--- src/rtl/pad_port_pkg.sv ---
// Shared definitions for the dual pin port register bank.
// Assumes the register map: value regs, then direction regs, then ownership.
package pad_port_pkg;

    localparam int BYTE_W = 8;

    typedef enum logic [1:0] {
        KIND_VALUE = 2'd0,
        KIND_DIR   = 2'd1,
        KIND_OWN   = 2'd2,
        KIND_NONE  = 2'd3
    } reg_kind_e;

    // Classify an address into a register kind for a given port count.
    function automatic reg_kind_e classify(input int unsigned addr, input int unsigned ports);
        if (addr < ports)           return KIND_VALUE;
        else if (addr < 2 * ports)  return KIND_DIR;
        else if (addr == 2 * ports) return KIND_OWN;
        else                        return KIND_NONE;
    endfunction

    // Port index addressed within a value or direction group.
    function automatic int unsigned port_of(input int unsigned addr, input int unsigned ports);
        if (addr < ports) return addr;
        else              return addr - ports;
    endfunction

endpackage

--- src/rtl/pps_sync.sv ---
// Multi-stage input synchronizer for a bus of independent pin levels.
// Assumes each bit is unrelated to the others (no bus coherency needed).
// Resets to RST_VAL so an idle, pulled-up pin reads high from reset on.
module pps_sync #(
    parameter int   W       = 7,
    parameter int   STAGES  = 2,
    parameter logic RST_VAL = 1'b1
) (
    input  logic         clk,
    input  logic         rst_n,
    input  logic [W-1:0] d,
    output logic [W-1:0] q
);

    logic [W-1:0] stage_q [STAGES];

    // Shift the sampled pin levels through the synchronizer chain.
    always_ff @(posedge clk) begin
        if (!rst_n) begin
            for (int s = 0; s < STAGES; s++) begin
                stage_q[s] <= {W{RST_VAL}};
            end
        end else begin
            stage_q[0] <= d;
            for (int s = 1; s < STAGES; s++) begin
                stage_q[s] <= stage_q[s-1];
            end
        end
    end

    assign q = stage_q[STAGES-1];

endmodule

--- src/rtl/pps_lane.sv ---
// One peripheral port: value and direction registers plus per-bit readback.
// Assumes pin_sync is already synchronized to clk. The top register bit has
// no pin and only stores the written value.
module pps_lane #(
    parameter int PIN_W = 7
) (
    input  logic             clk,
    input  logic             rst_n,
    input  logic             value_we,
    input  logic             dir_we,
    input  logic [PIN_W:0]   wdata,
    input  logic [PIN_W-1:0] pin_sync,
    output logic [PIN_W:0]   value_rd,
    output logic [PIN_W:0]   dir_rd,
    output logic [PIN_W-1:0] pin_out,
    output logic [PIN_W-1:0] pin_oe
);

    logic [PIN_W:0] value_q;
    logic [PIN_W:0] dir_q;

    // Hold the host-written value and direction bytes.
    always_ff @(posedge clk) begin
        if (!rst_n) begin
            value_q <= '0;
            dir_q   <= '0;
        end else begin
            if (value_we) value_q <= wdata;
            if (dir_we)   dir_q   <= wdata;
        end
    end

    // Per pin: driven bits read the stored value, input bits read the pin.
    for (genvar b = 0; b < PIN_W; b++) begin : g_bit
        assign value_rd[b] = dir_q[b] ? value_q[b] : pin_sync[b];
    end
    assign value_rd[PIN_W] = value_q[PIN_W];

    assign dir_rd  = dir_q;
    assign pin_out = value_q[PIN_W-1:0];
    assign pin_oe  = dir_q[PIN_W-1:0];

endmodule

--- src/rtl/pps_owner.sv ---
// Ownership register: one bit per port hands it to the host (1) or leaves
// it to the external poller (0). Remaining bits are plain storage.
// Assumes NUM_PORTS <= REG_W.
module pps_owner #(
    parameter int REG_W     = 8,
    parameter int NUM_PORTS = 2
) (
    input  logic                 clk,
    input  logic                 rst_n,
    input  logic                 we,
    input  logic [REG_W-1:0]     wdata,
    output logic [REG_W-1:0]     rd,
    output logic [NUM_PORTS-1:0] poll_en
);

    logic [REG_W-1:0] own_q;

    // Store the full ownership byte, unused bits included.
    always_ff @(posedge clk) begin
        if (!rst_n)  own_q <= '0;
        else if (we) own_q <= wdata;
    end

    // The poller may service a port while its ownership bit is clear.
    for (genvar p = 0; p < NUM_PORTS; p++) begin : g_poll
        assign poll_en[p] = ~own_q[p];
    end

    assign rd = own_q;

endmodule

--- src/rtl/pad_port_regs.sv ---
// Register bank for NUM_PORTS bidirectional pin ports with a byte bus.
// Assumes one access per cycle, combinational read data, and board-level
// pull-ups on every pin. Port p owns pin bits [p*PIN_W +: PIN_W].
module pad_port_regs
    import pad_port_pkg::*;
#(
    parameter int NUM_PORTS   = 2,
    parameter int PIN_W       = 7,
    parameter int SYNC_STAGES = 2,
    parameter int ADDR_W      = 3
) (
    input  logic                       clk,
    input  logic                       rst_n,
    input  logic [ADDR_W-1:0]          bus_addr,
    input  logic                       bus_we,
    input  logic [PIN_W:0]             bus_wdata,
    output logic [PIN_W:0]             bus_rdata,
    input  logic [NUM_PORTS*PIN_W-1:0] pin_in,
    output logic [NUM_PORTS*PIN_W-1:0] pin_out,
    output logic [NUM_PORTS*PIN_W-1:0] pin_oe,
    output logic [NUM_PORTS-1:0]       poll_en
);

    localparam int REG_W = PIN_W + 1;
    localparam int ALL_W = NUM_PORTS * PIN_W;

    reg_kind_e          acc_kind;
    int unsigned        acc_port;
    logic [NUM_PORTS-1:0] value_we;
    logic [NUM_PORTS-1:0] dir_we;
    logic               own_we;
    logic [ALL_W-1:0]   pin_sync;
    logic [REG_W-1:0]   lane_value_rd [NUM_PORTS];
    logic [REG_W-1:0]   lane_dir_rd   [NUM_PORTS];
    logic [REG_W-1:0]   own_rd;

    // Decode the bus address into register kind and port index.
    always_comb begin
        acc_kind = classify(int'(bus_addr), NUM_PORTS);
        acc_port = port_of(int'(bus_addr), NUM_PORTS);
    end

    // Turn the decoded access into per-register write strobes.
    always_comb begin
        for (int p = 0; p < NUM_PORTS; p++) begin
            value_we[p] = bus_we && (acc_kind == KIND_VALUE) && (acc_port == p);
            dir_we[p]   = bus_we && (acc_kind == KIND_DIR)   && (acc_port == p);
        end
        own_we = bus_we && (acc_kind == KIND_OWN);
    end

    pps_sync #(
        .W       (ALL_W),
        .STAGES  (SYNC_STAGES),
        .RST_VAL (1'b1)
    ) pin_sync_i (
        .clk   (clk),
        .rst_n (rst_n),
        .d     (pin_in),
        .q     (pin_sync)
    );

    for (genvar p = 0; p < NUM_PORTS; p++) begin : g_port
        pps_lane #(
            .PIN_W (PIN_W)
        ) lane_i (
            .clk      (clk),
            .rst_n    (rst_n),
            .value_we (value_we[p]),
            .dir_we   (dir_we[p]),
            .wdata    (bus_wdata),
            .pin_sync (pin_sync[p*PIN_W +: PIN_W]),
            .value_rd (lane_value_rd[p]),
            .dir_rd   (lane_dir_rd[p]),
            .pin_out  (pin_out[p*PIN_W +: PIN_W]),
            .pin_oe   (pin_oe[p*PIN_W +: PIN_W])
        );
    end

    pps_owner #(
        .REG_W     (REG_W),
        .NUM_PORTS (NUM_PORTS)
    ) owner_i (
        .clk     (clk),
        .rst_n   (rst_n),
        .we      (own_we),
        .wdata   (bus_wdata),
        .rd      (own_rd),
        .poll_en (poll_en)
    );

    // Select read data for the addressed register; unmapped reads give 0.
    always_comb begin
        bus_rdata = '0;
        for (int p = 0; p < NUM_PORTS; p++) begin
            if (acc_kind == KIND_VALUE && acc_port == p) bus_rdata = lane_value_rd[p];
            if (acc_kind == KIND_DIR   && acc_port == p) bus_rdata = lane_dir_rd[p];
        end
        if (acc_kind == KIND_OWN) bus_rdata = own_rd;
    end

endmodule

--- config.mk ---
export PLATFORM = sky130hd
export DESIGN_NAME = pad_port_regs
export DESIGN_NICKNAME = d
export VERILOG_FILES = /design/src/rtl/pad_port_pkg.sv /design/src/rtl/pps_sync.sv /design/src/rtl/pps_lane.sv /design/src/rtl/pps_owner.sv /design/src/rtl/pad_port_regs.sv
export SDC_FILE = /design/constraint.sdc
export NUM_CORES = 1
export LEC_CHECK = 0
export BUFFER_PORTS_ARGS = -buffer_cell sky130_fd_sc_hd__buf_2
export CORE_ASPECT_RATIO = 1.5
export CORE_UTILIZATION = 30
export DETAILED_ROUTE_END_ITERATION = 8
export SYNTH_ARGS = -nofsm -noshare
export SYNTH_HDL_FRONTEND = slang
export SYNTH_SLANG_ARGS = --single-unit
--- constraint.sdc ---
create_clock -name clk -period 4.2 [get_ports clk]
set_input_delay 1.05 -clock clk [delete_from_list [all_inputs] [get_ports clk]]
set_output_delay 1.05 -clock clk [all_outputs]
set_load 0.1 [all_outputs]
==> key figures, run 1 <==
Run status
  • Status: finished clean

Logic synthesis
  • Async set-reset flop share out of synthesis: 0
  • Most instantiated cells after synthesis: 68 x dfxtp_1, 54 x nand2_1, 33 x nand2b_1, 31 x buf_4, 24 x a21boi_0
  • Mean Syn Cell Area: 9.02 µm²
  • Synth warn: 0
  • Post-synth EDFFs: 0
  • Post-Synthesis Cells: 332
  • Post-synth top area share: 0.454
  • Post-Syn Nets: 360
  • Register area share after synthesis: 0.454
  • Count leader, synth: dfxtp_1
  • Register bit count reported by yosys: 68
  • Main synth FF type: dfxtp_1
  • Netlist cell types: 29
  • Synth area leader: dfxtp_1
  • Synthesized area: 3000 µm²
  • Synth top area cells: dfxtp_1 45%, buf_4 7.8%, nand2b_1 6.9%, nand2_1 6.8%, mux2i_1 6.3%

GRT
  • Largest net degree at the start of global routing: 69
  • Vias in the first global route: 2136
  • First-pass GRT wire length: 11200 µm
  • GRT Residual Overflow: 0
  • Initial antenna violation count: 0
  • Gr usage total: 0.141

Layout
  • Design area: 3570 µm²
  • Multi-input gate area: 1360 µm²
  • Final #Nets: 394
  • Area grow syn2layout: 19.0%
  • Non-Filler Instances: 485
  • Antenna cell count: 0
  • Fraction of layout cells with a size suffix above 1: 0.251
  • Fillcell total: 1017
  • FF/Latch Area: 1360 µm²

Critical path
  • Worst reg2reg path depth: 2
  • Crit path required time: 3.15 ns
  • CP startpoint kind: primary input
  • CP cell instances: buf_2 > nor2b_2 > and2_1 > a21oi_1 > a22oi_2 > buf_12
  • Slowest cell on the critical path: buf_2
  • CP max stage delay: 0.39 ns
  • Max FO, Critical Path: 26
  • Arrival time worst endpoint: 2.52 ns
  • Top delay family on crit path: buffers and inverters
  • Critical path class: in -> out
  • CP endpoint kind: primary output
  • Crit path buffers/inverters: 2
  • Worst path depth: 6
  • R2R setup slack: 3.44 ns

Drt
  • DR iter-0 viols: 209
  • Drt total wl: 7090 µm
  • DRT Pass-1 Iters: 4
  • Vias/cell: 4.57
  • Detail Route Antenna Nets: 0
  • Routed WL per cell: 14.6 µm
  • DRC viols: 0
  • Via count: 2218

Timing
  • Clock Skews: 0.00406 ns
  • Final hold slack: 0.400 ns
  • RSZ-0062 raised after global routing: false
  • Minimum clock period: 3.57 ns
  • Slew @ Worst Pin: 1.04 ns
  • Hold Vio Cnt, Final: 0
  • Post-route setup TNS: 0 ns
  • Fin crit share: 0.850
  • Slew headroom: 0.307
  • Slew Limit Fails: 0
  • Final setup fails: 0
  • Fmax: 280 MHz

Clock tree
  • CTS Buf Count: 9
  • Post-CTS resize count: 0
  • CTS hold repair buffers: 0
  • Clk sink count: 68
  • Clk buf depth: 2
  • H-Tree Depth: 3
  • CTS root buffer: clkbuf_16
  • Clock Latency Late Sink: 0.33 ns
  • CTS tree: done
  • Post-CTS Setup Repair Bufs: 0
  • Clk slew on worst S/H paths: 0.05 ns

Die
  • DIE WIDTH: 83.6 µm
  • Row Count: 44
  • Die ar.: 10400 µm²
  • DIE HEIGHT: 124 µm
  • Core area: 9690 µm²
  • IO Pins: 66
  • Starting Density: 0.309

Placed design
  • Port bufs: 65
  • Area after DPL: 3270 µm²
  • Post-DP HPWL: 5020 µm
  • Placed cells: 470
  • GPL Wtd Cong: 0.837

Job
  • MaxCap Viol Count: 0

Min path
  • Hold Path Class: reg -> reg
  • Hold depth: 1

Power and ir drop
  • Peak supply drop: 0.197 mV
  • Leakage Power: 1.38 nW
  • Power Density: 455 nW/µm²
[metal layers]
metal | wire length, µm | GRT usage | vias up
met5 | 0 | 0 | -
met4 | 186 | 0.0778 | 0
met3 | 374 | 0.0358 | 15
met2 | 3640 | 0.241 | 60
met1 | 2880 | 0.158 | 1008
li1 | - | - | 1135
[metrics by stage]
| stage | utilization | setup slack (ns) | power (mW) |
|---|---|---|---|
| after floorplan | - | 0.0734 | 0.853 |
| after CTS | 0.368 | 0.610 | 1.64 |
| after detailed placement | 0.338 | 0.611 | 0.904 |
| final | 0.368 | 0.632 | 1.62 |
| after global placement | 0.338 | 0.637 | 0.902 |
| after global routing | 0.368 | 0.484 | 1.68 |
[layout by cell type, fill, tap and decap left out, types with 2 or more instances in the layout]
cell type / n
clkbuf_16: 9
a211o_1: 4
nand2b_1: 33
inv_1: 3
nor2b_1: 22
o21ai_0: 11
o21ai_1: 4
buf_4: 2
mux2i_1: 19
clkinvlp_4: 2
a21oi_2: 2
a22oi_1: 4
dfxtp_1: 68
nor3_4: 2
o2111ai_1: 3
a21boi_0: 24
nand2_1: 54
a21oi_1: 4
buf_2: 61
buf_12: 4
and2_1: 2
nand3b_1: 3
nor2_1: 15
[report_power, final]
part | leakage (nW) | total, mW | switching (mW) | internal (mW)
clock | 0.138 | 0.732 | 0.262 | 0.471
combinational | 0.686 | 0.212 | 0.151 | 0.0618
sequential | 0.556 | 0.676 | 0.00988 | 0.666
[cell families (layout without fill, tap and decap cells)]
logic type,count (synthesis),count (layout),share of synthesized area
AO/OA/AOI/OAI,58,58,0.130
buffers and inverters,47,85,0.0990
flip-flops,68,68,0.454
multiplexers,20,20,0.0710
AND/OR/NAND/NOR,139,139,0.245
[worst reg2reg max path, stage by stage, from the launching register on]
cell,delay [ns]
dfxtp_1,0.43
nand2_1,0.09
a21boi_0,0.17
[state kept, by name (all words and copies together) (netlist names)]
name,count
g_port.lane_i.dir_rd,16
pin_sync_i.stage_q,28
owner_i.rd,8
g_port.lane_i.value_q,16
[final timing paths]
kind,start,end
max,bus_addr[1],bus_rdata[1]
min reg2reg,pin_sync_i.stage_q[0][8],pin_sync_i.stage_q[0][22]
max reg2reg,g_port[1].lane_i.dir_rd[0],g_port[1].lane_i.dir_rd[0]
min,pin_sync_i.stage_q[0][8],pin_sync_i.stage_q[0][22]
[cell type report]
class | count | share of cell area
repair buffers | 67 | 0.112
well taps | 115 | 0.0404
clock inverters | 4 | 0.0140
inverters | 3 | 0.00316
flip-flops and latches | 68 | 0.382
clock buffers | 11 | 0.0681
multi-input cells | 217 | 0.380
(Power assumes the default switching activity.)
==> run 2: changes to the inputs <==
Clock period 4.2 ns to 3.1 ns, I/O delays scaled along.
==> key figures, run 2 (synthesized netlist as in run 1, its figures left out) <==
Run status
  • Status: finished clean

Die
  • DIE HEIGHT: 124 µm
  • Starting Density: 0.309
  • Core area: 9690 µm²
  • IO Pins: 66
  • Row Count: 44
  • Die ar.: 10400 µm²
  • DIE WIDTH: 83.6 µm

Drt
  • Drt total wl: 7290 µm
  • Vias/cell: 4.72
  • Routed WL per cell: 14.9 µm
  • DR iter-0 viols: 143
  • DRT Pass-1 Iters: 4
  • Detail Route Antenna Nets: 0
  • Via count: 2303
  • DRC viols: 0

Power and ir drop
  • Power Density: 604 nW/µm²
  • Leakage Power: 1.42 nW
  • Peak supply drop: 0.295 mV

Clock tree
  • Clk buf depth: 2
  • H-Tree Depth: 3
  • Post-CTS resize count: 0
  • Clk slew on worst S/H paths: 0.05 ns
  • CTS Buf Count: 9
  • CTS root buffer: clkbuf_16
  • CTS tree: done
  • CTS hold repair buffers: 0
  • Clk sink count: 68
  • Clock Latency Late Sink: 0.33 ns
  • Post-CTS Setup Repair Bufs: 0

GRT
  • Largest net degree at the start of global routing: 42
  • Gr usage total: 0.151
  • Vias in the first global route: 2270
  • GRT Residual Overflow: 0
  • First-pass GRT wire length: 12000 µm
  • Initial antenna violation count: 0

Timing
  • Clock Skews: 0.00209 ns
  • Slew Limit Fails: 0
  • Final setup fails: 0
  • Post-route setup TNS: 0 ns
  • Fmax: 346 MHz
  • Setup slack after layout: 0.209 ns
  • Hold Vio Cnt, Final: 0
  • Slew @ Worst Pin: 0.695 ns
  • Minimum clock period: 2.89 ns
  • RSZ-0062 raised after global routing: false
  • Slew headroom: 0.535
  • Fin crit share: 0.932

Placed design
  • Port bufs: 65
  • GPL Wtd Cong: 0.864
  • Placed cells: 473
  • Post-DP HPWL: 5240 µm
  • DP Worst Slack: 0.227 ns

Layout
  • Fraction of layout cells with a size suffix above 1: 0.260
  • Largest Register: pin_sync_i.stage_q
  • Fillcell total: 996
  • Most frequent cells in the layout: 68 x dfxtp_1, 57 x buf_2, 54 x nand2_1
  • Non-Filler Instances: 488
  • Antenna cell count: 0
  • Most common cell after layout, fill and taps aside: dfxtp_1
  • Multi-input gate area: 1380 µm²
  • FF/Latch Area: 1360 µm²
  • Final #Nets: 397
  • Area grow syn2layout: 22.4%
  • Largest register FFs: 28

Critical path
  • Critical path class: in -> out
  • Max FO, Critical Path: 20
  • FF-to-FF End: g_port[1].lane_i.dir_rd[4]
  • Worst reg2reg path depth: 2
  • CP endpoint kind: primary output
  • R2R setup slack: 2.36 ns
  • Setup crit start: bus_addr[0]
  • Arrival time worst endpoint: 2.12 ns
  • Worst R2R Start: g_port[1].lane_i.dir_rd[4]
  • Critical Path Sink: bus_rdata[4]
  • Crit path required time: 2.32 ns
  • CP startpoint kind: primary input

Job
  • MaxCap Viol Count: 0

Min path
  • Hold Path Class: reg -> reg
-- run 2: changes by cell type in the layout (fill, tap and decap cells not counted) --
cell	delta
buf_4	+3
o21ai_2	+3
a21oi_4	+2
clkbuf_1	+2
o21ai_1	-3
buf_2	-4
a21oi_2	-2
buf_12	+4
clkinvlp_4	-2
-- run 2: final cells by class --
type	instances	share of cell area
multi-input combinational	217	0.377
sequential	68	0.371
timing repair buffer	70	0.132
clock buffer	13	0.0682
tap	115	0.0392
clock inverter	2	0.00955
inverter	3	0.00307
-- run 2: how the worst min path moves through the flow --
| stage | from | end | slack (ns) | depth (start not counted) |
|---|---|---|---|---|
| 2_1_floorplan | pin_sync_i.stage_q[0][0] | pin_sync_i.stage_q[0][14] | 0.39 | 1 |
| 3_3_place_gp | pin_sync_i.stage_q[0][12] | pin_sync_i.stage_q[0][26] | 0.39 | 1 |
| 3_5_place_dp | pin_sync_i.stage_q[0][2] | pin_sync_i.stage_q[0][16] | 0.39 | 1 |
| 4_1_cts | pin_sync_i.stage_q[0][2] | pin_sync_i.stage_q[0][16] | 0.41 | 1 |
| 5_1_grt | pin_sync_i.stage_q[0][9] | pin_sync_i.stage_q[0][23] | 0.41 | 1 |
| 6_report | pin_sync_i.stage_q[0][2] | pin_sync_i.stage_q[0][16] | 0.40 | 1 |
-- run 2: worst max-delay path: stages --
cell	delay [ns]
buf_2	0.27
nor2b_1	0.40
a22oi_1	0.15
o21ai_1	0.29
buf_12	0.22
-- run 2: where the power goes --
group | switching, mW | leakage [nW] | internal, mW
Clock | 0.353 | 0.140 | 0.639
Sequential | 0.0130 | 0.556 | 0.903
Combinational | 0.210 | 0.722 | 0.0989
Total | 0.575 | 1.42 | 1.64
-- run 2: metrics by stage --
stage                      util  power (mW)  instance area [µm²]  hold WS [ns]
after floorplan               -        1.16                 3040         0.386
after global placement    0.349        1.24                 3380         0.391
after detailed placement  0.349        1.24                 3380         0.394
after CTS                 0.378        2.24                 3670         0.406
after global routing      0.378        2.31                 3670         0.414
final                     0.378        2.22                 3670         0.403
-- run 2: per-layer routing --
layer / global-route usage / up-vias / part of all wire
li1: - / 1136 / -
met1: 0.171 / 1086 / 0.40
met2: 0.251 / 62 / 0.52
met3: 0.0411 / 19 / 0.052
met4: 0.0887 / 0 / 0.036
met5: 0 / - / 0
